--- src/rtl/stale_timer.sv ---
module stale_timer #(
  parameter int BASE_DIV  = 250,
  parameter int SHORT_DIV = 2,
  parameter int STALE_DIV = 10,
  parameter int CNT_W     = 8
) (
  input  logic             clk,
  input  logic             rst,
  input  logic             fifo_wr,
  input  logic             fifo_nempty,
  input  logic             shrt_tick,
  input  logic             shrt_stale,
  input  logic             stale_off,
  input  logic             clr_tmo,
  input  logic [CNT_W-1:0] term_cnt,
  output logic             tmo_stat,
  output logic             stale_stat,
  output logic             stale_irq,
  output logic             onechar_irq
);
  localparam int PW = $clog2(BASE_DIV);
  localparam int DW = $clog2(STALE_DIV);
  localparam logic [PW-1:0] BASE_LAST  = PW'(BASE_DIV - 1);
  localparam logic [PW-1:0] SHORT_LAST = PW'(SHORT_DIV - 1);
  localparam logic [DW-1:0] DIV_LAST   = DW'(STALE_DIV - 1);

  logic [PW-1:0]    pre_q;
  logic [DW-1:0]    div_q;
  logic [CNT_W-1:0] cnt_q;
  logic             tmo_q, stale_q, sirq_q, onec_q;

  wire restart = fifo_wr | ~fifo_nempty;
  wire [PW-1:0] pre_last = shrt_tick ? SHORT_LAST : BASE_LAST;
  wire base_tick  = ~restart & (pre_q >= pre_last);
  wire advance    = base_tick & (shrt_stale | (div_q >= DIV_LAST));
  wire at_term    = cnt_q >= term_cnt;
  wire stale_cond = ~restart & (|term_cnt) & at_term;

  always_ff @(posedge clk) begin
    if (rst) begin
      pre_q   <= '0;
      div_q   <= '0;
      cnt_q   <= '0;
      tmo_q   <= 1'b0;
      stale_q <= 1'b0;
      sirq_q  <= 1'b0;
      onec_q  <= 1'b0;
    end else begin
      pre_q <= (restart | base_tick) ? '0 : pre_q + 1'b1;
      if (restart | shrt_stale)
        div_q <= '0;
      else if (base_tick)
        div_q <= (div_q >= DIV_LAST) ? '0 : div_q + 1'b1;
      if (restart)
        cnt_q <= '0;
      else if (advance & ~at_term)
        cnt_q <= cnt_q + 1'b1;
      tmo_q   <= ~clr_tmo & (tmo_q | stale_cond);
      stale_q <= stale_cond & ~stale_off;
      sirq_q  <= stale_cond & ~stale_off;
      onec_q  <= tmo_q & fifo_nempty & ~stale_off & ~clr_tmo;
    end
  end

  assign tmo_stat    = tmo_q;
  assign stale_stat  = stale_q;
  assign stale_irq   = sirq_q;
  assign onechar_irq = onec_q;
endmodule

--- config.mk ---
export PLATFORM = sky130hd
export DESIGN_NAME = stale_timer
export DESIGN_NICKNAME = d
export VERILOG_FILES = /design/src/rtl/stale_timer.sv
export SDC_FILE = /design/constraint.sdc
export NUM_CORES = 1
export LEC_CHECK = 0
export BUFFER_PORTS_ARGS = -buffer_cell sky130_fd_sc_hd__buf_2
export CORE_ASPECT_RATIO = 0.9
export CORE_MARGIN = 3
export CORE_UTILIZATION = 40
export CTS_CLUSTER_SIZE = 12
export DETAILED_ROUTE_END_ITERATION = 10
export PLACE_DENSITY = 0.65
export REMOVE_ABC_BUFFERS = 1
export SKIP_CTS_REPAIR_TIMING = 1
export SYNTH_ARGS = -nofsm -noshare
export SYNTH_HDL_FRONTEND = slang
export SYNTH_SLANG_ARGS = --single-unit
export TNS_END_PERCENT = 20
--- constraint.sdc ---
create_clock -name clk -period 4.8 [get_ports clk]
set_input_delay 0.24 -clock clk [delete_from_list [all_inputs] [get_ports clk]]
set_output_delay 0.24 -clock clk [all_outputs]
set_load 0.02 [all_outputs]
==> reports/metrics.yaml, run 1 <==
power.density_nw_per_um2: 203
clock_path_buffers: 2
fin_crit_ps: 2110
place_hpwl_um: 2590
finalCritPeriodShare: 0.440
cp_num_buf_inv: 0
grt_pass1_vias: 1276
htreeDepth: 1
synth_top_cell_by_area: "dfxtp_1"
grt_overflow: 0
hold_depth: 2
timing.max_cap.violations: 0
synth_cell_types: 42
worstReg2RegEnd: "cnt_q[0]$_SDFFE_PP0P_"
cts_sinks: 23
ff2ff_setup_slack_ps: 2690
timing.rr.start: "pre_q[5]$_SDFF_PP0_"
cp.arrival_ps: 2300
async_flop_share: 0
syn2layout_area_growth_pct: 11.2
die_h_um: 64.4
rsz0062_at_grt: "no"
synth_edf_count: 0
drc: 0
cts_buffers: 3
dr.pass1.iters: 4
top_level_ports: 20
timing.final.ws_setup_ps: 2690
crit_slowest_cell: "a221oi_2"
detail-route-antenna-nets: 0
cts_tree: "built"
comb_power_share: 0.086
path_class: "flip-flop to flip-flop"
start_kind: "flip-flop"
dp_slack_ps: 2660
antenna_found_initial: 0
hold_viol: 0
p_int_uw: 262
pwr-share-seq: 0.562
setup_violations: 0
yosysWarnings: 0
finalMaxSlewViolations: 0
clock_skew_ps: 1.59
wl_per_cell_um: 13.9
rows: 20
drt_iter0_drc: 61
track_usage: 0.150
grt_max_degree: 13
maxSlewHeadroom: 0.621
vias: 1302
gp_congestion: 0.818
die_area_um2: 4560
yosysSeqAreaShare: 0.304
grt_pass1_wl_um: 5590
cts_root_buffer: "clkbuf_8"
synth.top_cell.area_share: 0.304
synth_area_um2: 1510
synthTopCellsByCount: "23 x dfxtp_1, 20 x ha_1, 17 x inv_1"
clkTransAtPathRegs_ps: 80
worst_pin_slew_ps: 566
ff2ff_path_depth: 6
holdPathEnd: "tmo_stat$_SDFF_PP0_"
min_from: "clr_tmo"
io_buffers: 19
drive_gt1_frac: 0.178
crit_family: "compound AO/OA/AOI/OAI gates"
p_clk_frac: 0.352
fin_setup_tns_ps: 0
antenna_cells: 0
synth_top_flop_cell: "dfxtp_1"
nets: 228
yosysMostFrequentCell: "dfxtp_1"
synthTopCellsByArea: "dfxtp_1 30%, ha_1 17%, nand3_1 4.3%"
hp-class: "input port to flip-flop"
max_clock_freq_mhz: 474
die_width_um: 70.9
vias_per_cell: 5.54
cp_max_fo: 9
floorplan.initialDensity: 0.432
cp-end-kind: "flip-flop"
cp_cell_sequence: "ha_1 -> and3_1 -> a221oi_2 -> a21o_1 -> o31ai_1 -> a21oi_1"
ys_ff_latch: 23
status: "finished, final reports clean"
p_sw_frac: 0.231
synth_cells: 172
clk_latency_ps: 260
drt-total-wl_um: 3270
syn_avg_cell_area_um2: 8.80
fp.coreArea_um2: 3500
power.leakage_uw: 0.000713
peakVddDrop_mv: 0.133
max_stage_delay_ps: 450
power.switching_uw: 78.9
crit_required_ps: 4990
-- logic make-up (layout without fill, tap and decap cells) --
family                     count (synthesis)  in the layout  share of synthesized area
AOI/OAI and AO/OA                         29             29                      0.155
xor gates and xnor gates                   6              6                     0.0347
adders and majority gates                 20             20                      0.165
buffers and inverters                     21             40                     0.0595
DFF                                       23             23                      0.304
muxes                                      4              4                     0.0264
and+or+nand+nor                           69             69                      0.255
-- worst max path at each step --
stage,endpoint,slack (ps),cells after the start,start
3_5_place_dp,cnt_q[0]$_SDFFE_PP0P_,2660,7,shrt_tick
4_1_cts,cnt_q[0]$_SDFFE_PP0P_,2690,6,pre_q[5]$_SDFF_PP0_
3_3_place_gp,cnt_q[5]$_SDFFE_PP0P_,2750,7,shrt_tick
6_report,cnt_q[0]$_SDFFE_PP0P_,2690,6,pre_q[5]$_SDFF_PP0_
2_1_floorplan,cnt_q[5]$_SDFFE_PP0P_,2940,7,pre_q[1]$_SDFF_PP0_
5_1_grt,cnt_q[3]$_SDFFE_PP0P_,2520,6,cnt_q[5]$_SDFFE_PP0P_
-- layout make-up --
type                            instances  area, µm²
Clock buffer                            4       45.0
Tap cell                               44       55.1
Inverter                               17       63.8
Timing Repair Buffer                   19       95.1
Sequential cell                        23        460
Multi-Input combinational cell        128        963
Fill cell                             349       1820
-- through the flow --
stage          area [µm²]  instances  power, µW  hold WS (ps)   util
2_1_floorplan        1490        168        212           313      -
3_3_place_gp         1640        231        224           423  0.468
3_5_place_dp         1640        231        226           422  0.468
4_1_cts              1680        235        344           138  0.480
5_1_grt              1680        235        358           151  0.480
6_report             1680        235        341           142  0.480
-- layout by cell type, fill, tap and decap left out, drive strengths merged --
master,count
and2,1
or2,3
a211oi,3
nor2b,1
nor2,16
nand2,10
xor2,5
a41oi,3
dfxtp,23
nand2b,2
or4b,1
nor3,1
a21oi,4
o31ai,2
o2111ai,1
nand4b,1
ha,20
mux2i,4
buf,19
a21o,2
a41o,2
a211o,1
or3,4
a31oi,1
a221oi,1
and3,5
nand4,2
o21ai,6
clkbuf,4
nor4,7
nand3,13
and4,2
o22ai,1
inv,17
xnor2,1
a21boi,2
-- worst register-to-register path, cell delays in order (launching register included) --
cell,delay [ps]
dfxtp_1,420
ha_1,270
and3_1,220
a221oi_2,450
a21o_1,400
o31ai_1,130
a21oi_1,150
-- power by group through the flow --
stage / logic, µW / registers [µW] / clock network [µW]
global placement: 27.8 / 196 / 0
CTS: 29.3 / 192 / 123
floorplan: 16.3 / 196 / 0
finish: 29.5 / 192 / 120
detailed placement: 29.2 / 196 / 0
global route: 32.9 / 192 / 133
-- registers in the layout, summed over array words and instances (netlist names) --
| register | cells |
|---|---|
| cnt_q | 8 |
| pre_q | 8 |
| div_q | 4 |
| onechar_irq | 1 |
| stale_irq | 1 |
| tmo_stat | 1 |
-- per-layer routing --
metal,up-vias,share of wire,global-route usage
met5,-,0,0
li1,658,-,-
met2,30,0.47,0.252
met3,9,0.045,0.0440
met4,0,0.015,0.0446
met1,605,0.47,0.184
Power figures use the tool's default switching activity.
==> inputs of run 2 (changes only) <==
==> constraint.sdc (replaced) <==
create_clock -name clk -period 2.2 [get_ports clk]
set_input_delay 0.11 -clock clk [delete_from_list [all_inputs] [get_ports clk]]
set_output_delay 0.11 -clock clk [all_outputs]
set_load 0.02 [all_outputs]
==> run 2 against run 1 <==
Compared with the run above: register-to-register slack got worse by 2600 ps; core utilization rose by 0.21 points; critical path depth did not move; hold slack got worse by 120 ps; non-clock buffer count is the same; final area rose by 0.45%; clock power grew 120%; sequential power up 120%; clock-buffer cell count unchanged; critical endpoint is now cnt_q[3]$_SDFFE_PP0P_; largest cell class unchanged; highest routed layer unchanged.
==> reports/metrics.yaml, run 2 (same netlist as run 1, synthesis figures left out) <==
status: "finished, final reports clean"
nets: 228
clock_path_buffers: 2
holdWs_ps: 19.5
antenna_found_initial: 0
fin_setup_tns_ps: 0
cp_max_fo: 5
layout_common_cells: "23 x dfxtp_1, 20 x ha_1, 19 x buf_2"
setup_violations: 0
rows: 20
drive_gt1_frac: 0.188
floorplan.initialDensity: 0.432
timing.max_cap.violations: 0
grt_pass1_wl_um: 5810
final_area_um2: 1690
top_level_ports: 20
die_h_um: 64.4
antenna_cells: 0
syn2layout_area_growth_pct: 11.7
wl_per_cell_um: 14.1
grt_overflow: 0
final_common_cell: "dfxtp_1"
crit_required_ps: 2390
drt_iter0_drc: 103
placed_cell_area_um2: 1640
fp.coreArea_um2: 3500
finalCritPeriodShare: 0.943
start_kind: "flip-flop"
track_usage: 0.156
peakVddDrop_mv: 0.350
seq_area_um2: 460
hold_viol: 0
cp.arrival_ps: 2270
finalMaxSlewViolations: 0
grt_max_degree: 13
dr.pass1.iters: 4
cts_sinks: 23
power.leakage_uw: 0.000714
worst_pin_slew_ps: 438
vias_per_cell: 5.53
grt_pass1_vias: 1275
htreeDepth: 1
power.density_nw_per_um2: 443
clk_latency_ps: 260
path_class: "flip-flop to flip-flop"
gp_congestion: 0.896
maxSlewHeadroom: 0.705
place_hpwl_um: 2620
die_area_um2: 4560
rsz0062_at_grt: "no"
clock_skew_ps: 1.06
multi_input_area_um2: 971
max_clock_freq_mhz: 482
fillers: 344
cts_root_buffer: "clkbuf_8"
clkTransAtPathRegs_ps: 80
cts_tree: "built"
die_width_um: 70.9
detail-route-antenna-nets: 0
fin_crit_ps: 2070
io_buffers: 19
drc: 0
vias: 1299
top_regs: "cnt_q x8, pre_q x8, div_q x4"
cts_buffers: 3
cp-end-kind: "flip-flop"
hp-class: "input port to flip-flop"
drt-total-wl_um: 3320
-- run 2: changes by cell type in the layout (fill, tap and decap cells not counted) --
| cell | delta |
|---|---|
| a21o_1 | -1 |
| a21o_2 | +1 |
| a31oi_1 | -1 |
| a31oi_2 | +1 |
-- run 2: final timing paths --
kind | slack (ps) | end | cells past startpoint | start
worst max register to register | 130 | cnt_q[3]$_SDFFE_PP0P_ | 6 | pre_q[7]$_SDFF_PP0_
worst max-delay path | 130 | cnt_q[3]$_SDFFE_PP0P_ | 6 | pre_q[7]$_SDFF_PP0_
worst min register to register | 490 | tmo_stat$_SDFF_PP0_ | 2 | tmo_stat$_SDFF_PP0_
worst min-delay path | 20 | tmo_stat$_SDFF_PP0_ | 2 | clr_tmo
-- run 2: stage by stage --
step | total power, µW | instances | setup WS [ps] | utilization
global placement | 488 | 231 | 192 | 0.468
finish | 749 | 235 | 126 | 0.483
floorplan | 464 | 168 | 344 | -
detailed placement | 492 | 231 | 122 | 0.468
global route | 790 | 235 | 7.31 | 0.483
CTS | 757 | 235 | 96.8 | 0.480
-- run 2: worst max-delay path: stages (launching register included) --
cell and delay [ps]:
dfxtp_1 340, ha_1 310, and3_1 240, o2111ai_4 170, a211oi_2 440, and4_4 290, mux2i_1 200
-- run 2: cell type report --
cell class,count,share of cell area
Timing Repair Buffer,19,0.0563
Tap cell,44,0.0326
Clock buffer,4,0.0266
Multi-Input combinational cell,128,0.574
Inverter,17,0.0377
Sequential cell,23,0.272
-- run 2: metal layers --
metal | vias up | track usage | share of wire
li1 | 658 | - | -
met1 | 604 | 0.207 | 0.47
met2 | 35 | 0.260 | 0.48
met3 | 2 | 0.0362 | 0.052
met4 | 0 | 0.0282 | 0.0057
met5 | - | 0 | 0
-- run 2: power breakdown --
part	total [µW]	internal, µW	switching, µW
Combinational	64.4	26.4	38.0
Clock	266	129	137
Sequential	418	417	1.59
